## src/rtl/vreg_pkg.sv

```systemverilog
package vreg_pkg;
    localparam int unsigned DATA_W  = 8;
    localparam int unsigned VADDR_W = 15;
    localparam int unsigned FINE_W  = 3;
    localparam int unsigned OFS_W   = 3;

    typedef enum logic [OFS_W-1:0] {
        OFS_CTRL = 3'd0,
        OFS_MASK = 3'd1,
        OFS_STAT = 3'd2,
        OFS_OADR = 3'd3,
        OFS_ODAT = 3'd4,
        OFS_SCRL = 3'd5,
        OFS_ADDR = 3'd6,
        OFS_DATA = 3'd7
    } reg_ofs_e;

    typedef struct packed {
        logic ctrl_wr;
        logic mask_wr;
        logic stat_rd;
        logic oadr_wr;
        logic odat_wr;
        logic scrl_wr;
        logic addr_wr;
        logic data_rd;
        logic data_wr;
    } acc_s;

    typedef struct packed {
        logic [VADDR_W-1:0] t;
        logic [VADDR_W-1:0] v;
        logic [FINE_W-1:0]  fx;
        logic               tog;
    } scroll_s;

    typedef struct packed {
        logic [DATA_W-1:0] ctrl;
        logic [DATA_W-1:0] mask;
        logic [DATA_W-1:0] oam;
        logic [DATA_W-1:0] rbuf;
        logic              vblank;
    } core_s;
endpackage

```

## src/rtl/vreg_decode.sv

```systemverilog
module vreg_decode
    import vreg_pkg::*;
(
    input  logic             cs,
    input  logic             rw,
    input  logic [OFS_W-1:0] addr,
    input  logic             warm,
    input  logic             soft_rst,
    output acc_s             acc
);
    logic live;
    logic wr_ok;
    logic wr_gated_ok;

    always_comb begin
        live        = cs && !soft_rst;
        wr_ok       = live && !rw;
        wr_gated_ok = wr_ok && !warm;
        acc         = '0;
        unique case (reg_ofs_e'(addr))
            OFS_CTRL: acc.ctrl_wr = wr_gated_ok;
            OFS_MASK: acc.mask_wr = wr_gated_ok;
            OFS_STAT: acc.stat_rd = live && rw;
            OFS_OADR: acc.oadr_wr = wr_ok;
            OFS_ODAT: acc.odat_wr = wr_ok;
            OFS_SCRL: acc.scrl_wr = wr_gated_ok;
            OFS_ADDR: acc.addr_wr = wr_gated_ok;
            OFS_DATA: begin
                acc.data_rd = live && rw;
                acc.data_wr = wr_ok;
            end
            default: acc = '0;
        endcase
    end
endmodule

```

## src/rtl/vreg_warm.sv

```systemverilog
module vreg_warm (
    input  logic clk,
    input  logic rst_n,
    input  logic soft_rst,
    input  logic vblank_end,
    output logic warm
);
    logic warm_d, warm_q;

    always_comb begin
        warm_d = warm_q;
        if (soft_rst)        warm_d = 1'b1;
        else if (vblank_end) warm_d = 1'b0;
    end

    always_ff @(posedge clk or negedge rst_n) begin
        if (!rst_n) warm_q <= 1'b1;
        else        warm_q <= warm_d;
    end

    assign warm = warm_q;
endmodule

```

## src/rtl/vreg_scroll.sv

```systemverilog
module vreg_scroll
    import vreg_pkg::*;
#(
    parameter int unsigned ROW_STEP = 32
) (
    input  logic               clk,
    input  logic               rst_n,
    input  logic               soft_rst,
    input  acc_s               acc,
    input  logic [DATA_W-1:0]  wdata,
    input  logic               step_row,
    output logic [VADDR_W-1:0] t_addr,
    output logic [VADDR_W-1:0] v_addr,
    output logic [FINE_W-1:0]  fine_x,
    output logic               toggle
);
    localparam logic [VADDR_W-1:0] STEP_ROW = VADDR_W'(ROW_STEP);
    localparam logic [VADDR_W-1:0] STEP_COL = VADDR_W'(1);

    scroll_s s_d, s_q;

    always_comb begin
        s_d = s_q;
        if (soft_rst) begin
            s_d.t   = '0;
            s_d.fx  = '0;
            s_d.tog = 1'b0;
        end else begin
            if (acc.ctrl_wr) s_d.t[11:10] = wdata[1:0];
            if (acc.scrl_wr) begin
                if (!s_q.tog) begin
                    s_d.t[4:0] = wdata[7:3];
                    s_d.fx     = wdata[2:0];
                end else begin
                    s_d.t[9:5]   = wdata[7:3];
                    s_d.t[14:12] = wdata[2:0];
                end
                s_d.tog = !s_q.tog;
            end
            if (acc.addr_wr) begin
                if (!s_q.tog) begin
                    s_d.t[14]   = 1'b0;
                    s_d.t[13:8] = wdata[5:0];
                end else begin
                    s_d.t[7:0] = wdata;
                    s_d.v      = s_d.t;
                end
                s_d.tog = !s_q.tog;
            end
            if (acc.data_rd || acc.data_wr)
                s_d.v = s_q.v + (step_row ? STEP_ROW : STEP_COL);
            if (acc.stat_rd) s_d.tog = 1'b0;
        end
    end

    always_ff @(posedge clk or negedge rst_n) begin
        if (!rst_n) s_q <= '0;
        else        s_q <= s_d;
    end

    assign t_addr = s_q.t;
    assign v_addr = s_q.v;
    assign fine_x = s_q.fx;
    assign toggle = s_q.tog;
endmodule

```

## src/rtl/vreg_front.sv

```systemverilog
module vreg_front
    import vreg_pkg::*;
#(
    parameter int unsigned ROW_STEP = 32,
    parameter int unsigned STEP_BIT = 2
) (
    input  logic               clk,
    input  logic               rst_por_n,
    input  logic               soft_rst,
    input  logic               vblank_start,
    input  logic               vblank_end,
    input  logic               cs,
    input  logic               rw,
    input  logic [OFS_W-1:0]   addr,
    input  logic [DATA_W-1:0]  wdata,
    input  logic [DATA_W-1:0]  mem_rdata,
    output logic [DATA_W-1:0]  rdata,
    output logic [DATA_W-1:0]  ctrl_o,
    output logic [DATA_W-1:0]  mask_o,
    output logic [VADDR_W-1:0] t_addr_o,
    output logic [VADDR_W-1:0] v_addr_o,
    output logic [FINE_W-1:0]  fine_x_o,
    output logic               toggle_o,
    output logic [DATA_W-1:0]  rbuf_o,
    output logic [DATA_W-1:0]  oam_addr_o,
    output logic               vblank_o,
    output logic               warm_o
);
    acc_s  acc;
    logic  warm;
    core_s c_d, c_q;

    vreg_warm u_warm (
        .clk        (clk),
        .rst_n      (rst_por_n),
        .soft_rst   (soft_rst),
        .vblank_end (vblank_end),
        .warm       (warm)
    );

    vreg_decode u_dec (
        .cs       (cs),
        .rw       (rw),
        .addr     (addr),
        .warm     (warm),
        .soft_rst (soft_rst),
        .acc      (acc)
    );

    vreg_scroll #(.ROW_STEP(ROW_STEP)) u_scr (
        .clk      (clk),
        .rst_n    (rst_por_n),
        .soft_rst (soft_rst),
        .acc      (acc),
        .wdata    (wdata),
        .step_row (c_q.ctrl[STEP_BIT]),
        .t_addr   (t_addr_o),
        .v_addr   (v_addr_o),
        .fine_x   (fine_x_o),
        .toggle   (toggle_o)
    );

    always_comb begin
        c_d = c_q;
        if (soft_rst) begin
            c_d.ctrl = '0;
            c_d.mask = '0;
            c_d.rbuf = '0;
        end else begin
            if (acc.ctrl_wr) c_d.ctrl = wdata;
            if (acc.mask_wr) c_d.mask = wdata;
            if (acc.oadr_wr) c_d.oam  = wdata;
            if (acc.odat_wr) c_d.oam  = c_q.oam + DATA_W'(1);
            if (acc.data_rd) c_d.rbuf = mem_rdata;
            if (vblank_start)                 c_d.vblank = 1'b1;
            else if (vblank_end || acc.stat_rd) c_d.vblank = 1'b0;
        end
    end

    always_ff @(posedge clk or negedge rst_por_n) begin
        if (!rst_por_n) c_q <= '0;
        else            c_q <= c_d;
    end

    always_comb begin
        rdata = '0;
        if (cs && rw) begin
            case (reg_ofs_e'(addr))
                OFS_STAT: rdata = {c_q.vblank, {(DATA_W-1){1'b0}}};
                OFS_DATA: rdata = c_q.rbuf;
                default:  rdata = '0;
            endcase
        end
    end

    assign ctrl_o     = c_q.ctrl;
    assign mask_o     = c_q.mask;
    assign rbuf_o     = c_q.rbuf;
    assign oam_addr_o = c_q.oam;
    assign vblank_o   = c_q.vblank;
    assign warm_o     = warm;
endmodule

```

## config.mk

```make
export PLATFORM = sky130hd
export DESIGN_NAME = vreg_front
export DESIGN_NICKNAME = d
export VERILOG_FILES = /design/src/rtl/vreg_pkg.sv /design/src/rtl/vreg_decode.sv /design/src/rtl/vreg_warm.sv /design/src/rtl/vreg_scroll.sv /design/src/rtl/vreg_front.sv
export SDC_FILE = /design/constraint.sdc
export NUM_CORES = 1
export LEC_CHECK = 0
export BUFFER_PORTS_ARGS = -buffer_cell sky130_fd_sc_hd__buf_2
export CAP_MARGIN = 20
export CORE_MARGIN = 2
export CORE_UTILIZATION = 52
export DETAILED_ROUTE_END_ITERATION = 10
export PLACE_DENSITY = 0.8
export SKIP_LAST_GASP = 1
export SLEW_MARGIN = 20
export SYNTH_ARGS = -nofsm -noshare
export SYNTH_HDL_FRONTEND = slang
export SYNTH_SLANG_ARGS = --single-unit
```

## constraint.sdc

```tcl
create_clock -name clk -period 2 [get_ports clk]
set_input_delay 0.2 -clock clk [delete_from_list [all_inputs] [get_ports clk]]
set_output_delay 0.2 -clock clk [all_outputs]
set_load 0.01 [all_outputs]
```

==> impl_metrics.tcl, run 1 <==
set metrics [dict create \
    status "completed" \
    tightest_slew_ns 0.520 \
    ys_ff_latch 68 \
    crit_type "reg2reg" \
    synth_top_family_by_area "simple AND/OR/NAND/NOR gates" \
    power.total_uw 3320 \
    globalRouteOverflowTotal 0 \
    synthFlopType "dfrtp_1" \
    synth_xor_area_share_pct 0.987 \
    grt_use_total_pct 25.9 \
    grt_pass1_vias 3014 \
    synth_compound_area_share_pct 18.5 \
    critical_path.cell_chain "inv_1 > ha_1 > ha_1 > nand4_1 > o21bai_2 > nor4b_2 > nor3_1 > a211oi_1" \
    end_kind "flop" \
    grt_max_degree 69 \
    syn-num-nets 389 \
    gp_congestion 0.878 \
    dp_hpwl_mm 6.68 \
    finalClockSkew_ns 0.00872 \
    cts_buffer_depth 2 \
    yosys.area_share.simple_pct 20.6 \
    cts.sinks 68 \
    synth_area_leaders "dfrtp_1 47%, mux2i_1 6.2%, nor2_1 4.5%" \
    max_stage_delay_ns 0.38 \
    async_flop_share_pct 100 \
    drt_wl_total_mm 9.43 \
    numCtsBuffers 9 \
    yosysMostFrequentCell "dfrtp_1" \
    leakage_uw 0.00219 \
    yosys-mux-area-fraction_pct 6.20 \
    critPathMostFrequentCell "ha_1" \
    dp.cells 536 \
    wire_per_inst_um 17.0 \
    rows 30 \
    hp-class "in2reg" \
    grt_pass1_wl_mm 15.1 \
    drv_slew 0 \
    cts_tree "done" \
    whs_ns 0.0947 \
    die_y_um 86.6 \
    fin_cells 554 \
    cts_max_level 3 \
    grtUsageMet2_pct 40.5 \
    synth-adder-area-share_pct 1.41 \
    grt_antenna_before_repair 0 \
    cts-root-buf "clkbuf_8" \
    start_util_pct 53.1 \
    firstDrtPassIters 4 \
    final-hold-violation-count 0 \
    critPathMaxFanout 3 \
    vias 3254 \
    io_buffer_count 101 \
    slowest_stage "dfrtp_1" \
    ios 102 \
    yosysSeqAreaShare_pct 48.0 \
    initialDrtViolationCount 234 \
    arrival_ns 2.15 \
    drc 0 \
    yosysWarnings 0 \
    drive_gt1_share_pct 33.3 \
    syn_area_um2 3550 \
    rsz0062_at_grt "yes" \
    synth_top_area_share_pct 47.2 \
    setup_violations 0 \
    crit_family "simple AND/OR/NAND/NOR gates" \
    power.density_nw_per_um2 745 \
    syn2layout_area_growth_pct 25.4 \
    dieArea_um2 7510 \
    synth-edff-count 0 \
    post-route-period-util_pct 95.3 \
    syn_inst 359 \
    gr-usage-met3_pct 4.86 \
    synth_common_cells "67 x dfrtp_1, 43 x nor2_1, 39 x nand2_1, 22 x mux2i_1, 21 x a21oi_1" \
    diodes 0 \
    crit_required_ns 2.24 \
    clk_pin_slew_ns 0.07 \
    synthDistinctLibCells 53 \
    synth_top_area_cell "dfrtp_1" \
    crit_buf_inv 1 \
    drtAntennaViolNets 0 \
    grt_util_met1_pct 36.0 \
    fmax_mhz 525 \
    core_area_um2 6680 \
    die_x_um 86.6 \
    syn_avg_cell_area_um2 9.89 \
    fin_nets 499 \
    finalCriticalPeriod_ns 1.91 \
    rrSetupSlack_ns 0.09 \
    maxSlewHeadroom_pct 65.1 \
    vdd_drop_max_mv 0.457 \
    clock_latency_ns 0.35 \
    viasPerCell 5.87 \
    setup_tns_ns 0 \
    cp-start-kind "flop" \
    top_usage_layer "met2" \
    maxCapViolations 0 \
]
==> placed cells by master (no fill, tap or decap), types with 5 or more instances in the layout <==
cell        n
nor2_1     43
a211oi_2    9
mux2i_1    22
and2_1      7
dfrtp_1    67
nand2b_1    5
buf_2     101
a32o_1      9
nand3_1    13
inv_1       8
a31oi_1     5
o21ai_0    13
nor3_1      6
clkbuf_8   10
nand2_1    39
a21oi_1    21
buf_4      19
==> tightest hold or removal path, delay by kind of cell <==
family / cells / cell delay [ns]
buf+inv: 2 / 0.14
compound gates: 1 / 0.06
==> metrics by stage <==
step	setup WS (ns)	area (um^2)	util [%]
floorplan	0.182	3550	-
global placement	0.151	4200	62.9
detailed placement	0.0592	4200	62.9
CTS	0.0451	4440	66.4
global route	-0.0936	4450	66.7
finish	0.0942	4450	66.7
==> where the power goes <==
part           internal (uW)  switching [uW]  leakage [uW]
combinational            193             272       0.00118
sequential              1460             111      0.000909
clock                    733             549      0.000105
total                   2390             932       0.00219
==> registers in the layout (all words and copies together), names as in the netlist <==
register	cells
u_scr.t_addr	15
u_scr.v_addr	15
ctrl_o	8
mask_o	8
oam_addr_o	8
rbuf_o	8
u_scr.fine_x	3
u_scr.toggle	1
u_warm.warm	1
vblank_o	1
==> layer usage <==
metal	up-vias	wire (um)	part of all wire [%]
met4	0	214	2.3
met5	-	0	0
met1	1569	3950	42
met3	21	619	6.6
met2	139	4650	49
li1	1525	-	-
==> cells by family (layout without fill, tap and decap cells) <==
kind of cell,after synthesis,count (layout)
and+or+nand+nor,141,141
AOI/OAI and AO/OA,89,89
DFF,68,68
buffers and inverters,31,146
muxes,22,22
adders and majority gates,4,4
xor gates and xnor gates,4,4
==> what timing repair did <==
action | CTS | global route
hold endpoints to repair | 67 | 0
buffers inserted | 0 | 1
hold buffers | 1 | 0
gates resized for setup | 0 | 5
endpoints found under the setup margin | 0 | 7
==> layout make-up <==
cell class / instances / area [um^2]
multi-input cells: 260 / 1720
flip-flops and latches: 68 / 1700
repair buffers: 122 / 678
fillers: 549 / 2230
well taps: 80 / 100
clock buffers: 10 / 138
clock inverters: 6 / 87.6
inverters: 8 / 30.0
==> worst paths after layout <==
kind,start,end,depth (start not counted)
setup / recovery,ctrl_o[2],u_scr.v_addr[14],8
hold / removal,vblank_start,vblank_o,3
setup reg to reg,ctrl_o[2],u_scr.v_addr[14],8
hold reg to reg,ctrl_o[0],ctrl_o[0],1
max in group asynchronous,rst_por_n,u_warm.warm,3
min in group asynchronous,rst_por_n,oam_addr_o[2],3
(Power assumes the default switching activity.)
==> inputs of run 2 (changes only) <==
--- a/config.mk
+++ b/config.mk
@@ -8,11 +8,13 @@
 export BUFFER_PORTS_ARGS = -buffer_cell sky130_fd_sc_hd__buf_2
 export CAP_MARGIN = 20
 export CORE_MARGIN = 2
-export CORE_UTILIZATION = 52
+export CORE_UTILIZATION = 53
 export DETAILED_ROUTE_END_ITERATION = 10
-export PLACE_DENSITY = 0.8
+export PLACE_DENSITY = 0.81
+export SETUP_SLACK_MARGIN = 0.15
 export SKIP_LAST_GASP = 1
 export SLEW_MARGIN = 20
 export SYNTH_ARGS = -nofsm -noshare
 export SYNTH_HDL_FRONTEND = slang
+export SYNTH_HIERARCHICAL = 1
 export SYNTH_SLANG_ARGS = --single-unit
==> run 2 against run 1 <==
  * Via count up 10%
  * First-iteration DRC count is 2.1% higher
  * Cell count increased by 9.4%
  * Flip-flop and latch count did not move
  * Global-route usage increased by 3.0 points
  * Setup slack improved by 0.095 ns
  * Routed wire length up 14%
  * Maximum frequency up 5.2%
  * Largest power group unchanged
  * Highest routed layer is now met5
==> impl_metrics.tcl, run 2 <==
set metrics [dict create \
    firstDrtPassIters 5 \
    drv_slew 0 \
    clk_pin_slew_ns 0.08 \
    wire_per_inst_um 17.8 \
    drt_wl_total_mm 10.8 \
    dieArea_um2 7760 \
    fin_nets 535 \
    end_kind "flop" \
    cts.sinks 68 \
    start_util_pct 54.9 \
    rsz0062_at_grt "yes" \
    crit_family "simple AND/OR/NAND/NOR gates" \
    drc 0 \
    dp.cells 585 \
    p_int_uw 2250 \
    synthDistinctLibCells 70 \
    power.share.combinational_pct 13.7 \
    critPathMaxFanout 5 \
    critical_path.cell_chain "inv_1 > ha_1 > ha_1 > nand2_2 > o21bai_4 > a31oi_1 > or3_1" \
    io_buffer_count 101 \
    power.density_nw_per_um2 664 \
    fin_cells 606 \
    tightest_slew_ns 0.719 \
    hp-class "in2reg" \
    cp-start-kind "flop" \
    async_flop_share_pct 100 \
    synth_area_leaders "dfrtp_1 45%, mux2i_1 9.9%, nor2_1 6.5%" \
    cts_buffer_depth 2 \
    maxSlewHeadroom_pct 52.0 \
    slowest_stage "dfrtp_1" \
    crit_required_ns 2.24 \
    hp-start "vblank_start" \
    vias 3584 \
    syn_inst 382 \
    crit_type "reg2reg" \
    ys_ff_latch 68 \
    finalClockSkew_ns 0.00733 \
    ios 102 \
    syn_avg_cell_area_um2 9.82 \
    core_area_um2 6830 \
    globalRouteOverflowTotal 0 \
    cts_max_level 3 \
    grt_antenna_before_repair 1 \
    yosysSeqAreaShare_pct 45.4 \
    cts_tree "done" \
    synth_top_area_cell "dfrtp_1" \
    rows 30 \
    syn-num-nets 412 \
    pwr-share-seq_pct 48.9 \
    grt_pass1_wl_mm 17.0 \
    die_y_um 88.1 \
    die_x_um 88.1 \
    fin_ws_ns 0.189 \
    startpoint "ctrl_o[2]" \
    layout_commonest_cell "buf_2" \
    cts-root-buf "clkbuf_8" \
    clock_latency_ns 0.35 \
    grt_pass1_vias 3366 \
    final-hold-violation-count 0 \
    grt_max_degree 69 \
    viasPerCell 5.91 \
    yosysMostFrequentCell "dfrtp_1" \
    setup_violations 0 \
    synth-edff-count 0 \
    vdd_drop_max_mv 0.481 \
    finalCriticalPeriod_ns 1.81 \
    critPathMostFrequentCell "ha_1" \
    syn2layout_area_growth_pct 28.3 \
    maxCapViolations 0 \
    fmax_mhz 552 \
    switching_share_pct 29.4 \
    switchingPower_uw 937 \
    dp_hpwl_mm 7.33 \
    gp_congestion 0.972 \
    r2r_start "ctrl_o[2]" \
    drive_gt1_share_pct 36.7 \
    final_cell_mix "101 x buf_2, 67 x dfrtp_1, 63 x nor2_1, 34 x mux2i_1, 31 x buf_4" \
    diodes 0 \
    numCtsBuffers 9 \
    leakage_uw 0.00234 \
    synthFlopType "dfrtp_1" \
    synth_top_area_share_pct 44.7 \
    syn_area_um2 3750 \
    pre_cts_slack_ns -0.00651 \
    max_stage_delay_ns 0.43 \
    arrival_ns 2.05 \
    synth_common_cells "67 x dfrtp_1, 65 x nor2_1, 37 x mux2i_1, 15 x nand2_1" \
    grt_use_total_pct 28.8 \
    power_frac_clock_pct 37.4 \
    initialDrtViolationCount 239 \
    drtAntennaViolNets 0 \
    post-route-period-util_pct 90.5 \
    yosysWarnings 6 \
    status "completed" \
    crit_buf_inv 1 \
]
run 2: kinds of logic after synthesis:
family                   after synthesis  synth area share [%]
AND/OR/NAND/NOR                      155                  21.8
AO/OA/AOI/OAI                         83                  16.2
XOR/XNOR                               2                 0.467
flip-flops                            68                  45.4
buffers and inverters                 31                  4.27
multiplexers                          39                  10.5
adder cells (fa/ha/maj)                4                  1.33
run 2: power groups by stage:
stage          Clock (uW)  Combinational [uW]  Sequential [uW]
2_1_floorplan           0                 166             1600
3_3_place_gp            0                 408             1580
3_5_place_dp            0                 416             1580
4_1_cts              1210                 428             1560
5_1_grt              1270                 483             1580
6_report             1190                 437             1560
run 2: final timing paths:
check	to	depth (start not counted)	slack [ns]
hold reg to reg	u_scr/fine_x[0]	2	0.52
hold / removal	vblank_o	3	0.09
max in group asynchronous	u_warm/warm	3	1.29
setup reg to reg	u_scr/v_addr[8]	7	0.19
min in group asynchronous	mask_o[4]	3	0.39
setup / recovery	u_scr/v_addr[8]	7	0.19
run 2: area by class of cell:
type	count	area, um^2
fillers	550	2020
multi-input cells	283	1980
flip-flops and latches	68	1700
repair buffers	134	768
clock buffers	10	138
well taps	96	120
clock inverters	6	68.8
inverters	9	33.8
run 2: timing repair:
| action | in CTS | in global routing |
|---|---|---|
| endpoints found under the setup margin | 12 | 14 |
| pin swaps | 1 | 1 |
| buffers inserted | 2 | 2 |
| gates resized for setup | 6 | 13 |
| hold buffers | 1 | 0 |
| hold endpoints to repair | 67 | 0 |
run 2: routing by layer:
metal  global-route usage [%]  routed length, um  vias to the layer above  part of all wire (%)
li1                         -                  -                     1649                     -
met1                     37.3               4360                     1738                    40
met2                     47.0               5310                      165                    49
met3                     7.82                816                       30                   7.6
met4                     9.92                283                        2                   2.6
met5                        0                 13                        -                  0.12
run 2: through the flow:
| stage | utilization (%) | hold WS [ns] | total power [uW] | setup TNS (ns) | area, um^2 |
|---|---|---|---|---|---|
| 6_report | 70.4 | 0.0870 | 3190 | 0 | 4810 |
| 5_1_grt | 70.4 | 0.0807 | 3330 | 0 | 4810 |
| 4_1_cts | 69.3 | 0.0834 | 3200 | 0 | 4730 |
| 3_5_place_dp | 65.5 | 0.248 | 2000 | -0.00651 | 4480 |
| 3_3_place_gp | 65.5 | 0.249 | 1980 | 0 | 4480 |
| 2_1_floorplan | - | -0.0956 | 1770 | 0 | 3750 |
run 2: worst register-to-register path, cell delays in order (launching register included):
cell and delay, ns:
dfrtp_1 0.43, inv_1 0.08, ha_1 0.18, ha_1 0.20, nand2_2 0.11, o21bai_4 0.22
a31oi_1 0.11, or3_1 0.36
==> inputs of run 3 (changes only) <==
==> constraint.sdc (replaced) <==
create_clock -name clk -period 1.9 [get_ports clk]
set_input_delay 0.19 -clock clk [delete_from_list [all_inputs] [get_ports clk]]
set_output_delay 0.19 -clock clk [all_outputs]
set_load 0.01 [all_outputs]
==> run 3 against run 2 <==
  * Sequential share of layout area decreased by 1.3 points
  * Cell count increased by 2.0%
  * Final area increased by 3.9%
==> impl_metrics.tcl, run 3 (synthesized netlist as in run 2, its figures left out) <==
set metrics [dict create \
    status "completed" \
    vias 3670 \
    grt_antenna_before_repair 0 \
    power.share.combinational_pct 15.5 \
    fin_ws_ns 0.0818 \
    drt_wl_total_mm 11.3 \
    cts_max_level 3 \
    drc 0 \
    cp-start-kind "flop" \
    clock_latency_ns 0.34 \
    io_buffer_count 101 \
    startpoint "u_warm/warm" \
    arrival_ns 2.05 \
    tightest_slew_ns 0.745 \
    maxCapViolations 0 \
    wire_per_inst_um 18.3 \
    pwr-share-seq_pct 51.1 \
    grt_pass1_wl_mm 17.3 \
    p_int_uw 2250 \
    firstDrtPassIters 5 \
    maxSlewHeadroom_pct 50.3 \
    crit_type "reg2reg" \
    finalClockSkew_ns 0.00717 \
    finalCriticalPeriod_ns 1.82 \
    final-hold-violation-count 0 \
    vdd_drop_max_mv 0.417 \
    cts-root-buf "clkbuf_8" \
    globalRouteOverflowTotal 0 \
    viasPerCell 5.94 \
    switching_share_pct 30.2 \
    dp_hpwl_mm 7.66 \
    core_area_um2 6830 \
    syn2layout_area_growth_pct 33.2 \
    setup_tns_ns 0 \
    grt_pass1_vias 3434 \
    power_frac_clock_pct 33.5 \
    power.density_nw_per_um2 645 \
    dp.cells 597 \
    post-route-period-util_pct 95.7 \
    rows 30 \
    drive_gt1_share_pct 39.1 \
    switchingPower_uw 973 \
    crit_required_ns 2.13 \
    rsz0062_at_grt "yes" \
    r2r_end "u_scr/v_addr[12]" \
    pre_cts_slack_ns -0.0468 \
    post-route-util_pct 73.1 \
    r2r_cells 7 \
    fin_cells 618 \
    clk_pin_slew_ns 0.08 \
    nFillCells 496 \
    cts_buffer_depth 2 \
    numCtsBuffers 9 \
    critPathMaxFanout 6 \
    rrSetupSlack_ns 0.08 \
    drtAntennaViolNets 0 \
    cts.sinks 68 \
    die_x_um 88.1 \
    drv_slew 0 \
    grt_use_total_pct 29.0 \
    fin_nets 547 \
    hp-class "in2reg" \
    final_cell_mix "101 x buf_2, 67 x dfrtp_1, 63 x nor2_1, 38 x buf_4, 33 x mux2i_1" \
    power.total_uw 3220 \
    leakage_uw 0.00239 \
    layout_commonest_cell "buf_2" \
    setup_violations 0 \
    dieArea_um2 7760 \
    r2r_start "u_warm/warm" \
    gp_congestion 0.906 \
    cts_tree "done" \
    diodes 0 \
    crit_end "u_scr/v_addr[12]" \
    die_y_um 88.1 \
    ios 102 \
    initialDrtViolationCount 260 \
    fmax_mhz 550 \
    start_util_pct 54.9 \
    grt_max_degree 71 \
    end_kind "flop" \
]
[run 3: cell types whose count changed in the layout (fill, tap and decap cells not counted), moves of 3 or more]
cell     previous run  this run
buf_4              31        38
mux2i_4             1         4
inv_6               3         0
buf_6               0         3
ha_1                4         1
[run 3: worst min path at each step]
stage,from,to,slack (ns),depth (start not counted)
final,vblank_start,vblank_o,0.09,3
after floorplan,rst_por_n,ctrl_o[0],-0.11,0
after global placement,rst_por_n,rbuf_o[1],0.19,1
after detailed placement,rst_por_n,rbuf_o[3],0.20,1
after global routing,mem_rdata[7],rbuf_o[7],0.10,3
after CTS,vblank_start,vblank_o,0.08,3
[run 3: cell type report]
class                           instances  area [um^2]  share of cell area (%)
Inverter                                9         33.8                   0.676
Sequential cell                        68         1700                    34.1
Clock inverter                          5         37.5                   0.751
Tap cell                               96          120                    2.40
Multi-Input combinational cell        283         2070                    41.4
Timing Repair Buffer                  146          890                    17.8
Clock buffer                           11          141                    2.83
[run 3: per-stage QoR]
step                hold slack, ns  instance area [um^2]
finish                      0.0866                  5000
detailed placement           0.202                  4590
CTS                         0.0773                  4860
global placement             0.189                  4590
floorplan                   -0.106                  3760
global route                 0.103                  5000
[run 3: what timing repair did]
item / 4_1_cts / 5_1_grt
hold buffers: 1 / 0
gates resized for setup: 13 / 23
setup buffers: 2 / 2
setup endpoints to repair: 19 / 33
pin swaps: 6 / 10
hold endpoints to repair: 18 / 0
[run 3: power by group through the flow]
stage          Combinational (uW)  Clock [uW]  Sequential [uW]
2_1_floorplan                 177           0             1680
3_3_place_gp                  451           0             1650
3_5_place_dp                  472           0             1660
4_1_cts                       482        1080             1640
5_1_grt                       543        1150             1660
6_report                      498        1080             1650
[run 3: critical path, stage by stage, from the launching register on]
cell and delay [ns]:
dfstp_2 0.37, or3b_4 0.38, nor2_4 0.13, buf_8 0.16
mux2i_4 0.27, nor3b_1 0.23, a31o_2 0.14, a21oi_1 0.03
[run 3: metal layers]
metal  vias to the layer above  share of wire, %  global-route usage (%)
met5                         -                 0                       0
met4                         0               2.5                    13.2
met3                        30               5.9                    4.15
met2                       180                50                    46.1
met1                      1802                41                    39.7
li1                       1658                 -                       -
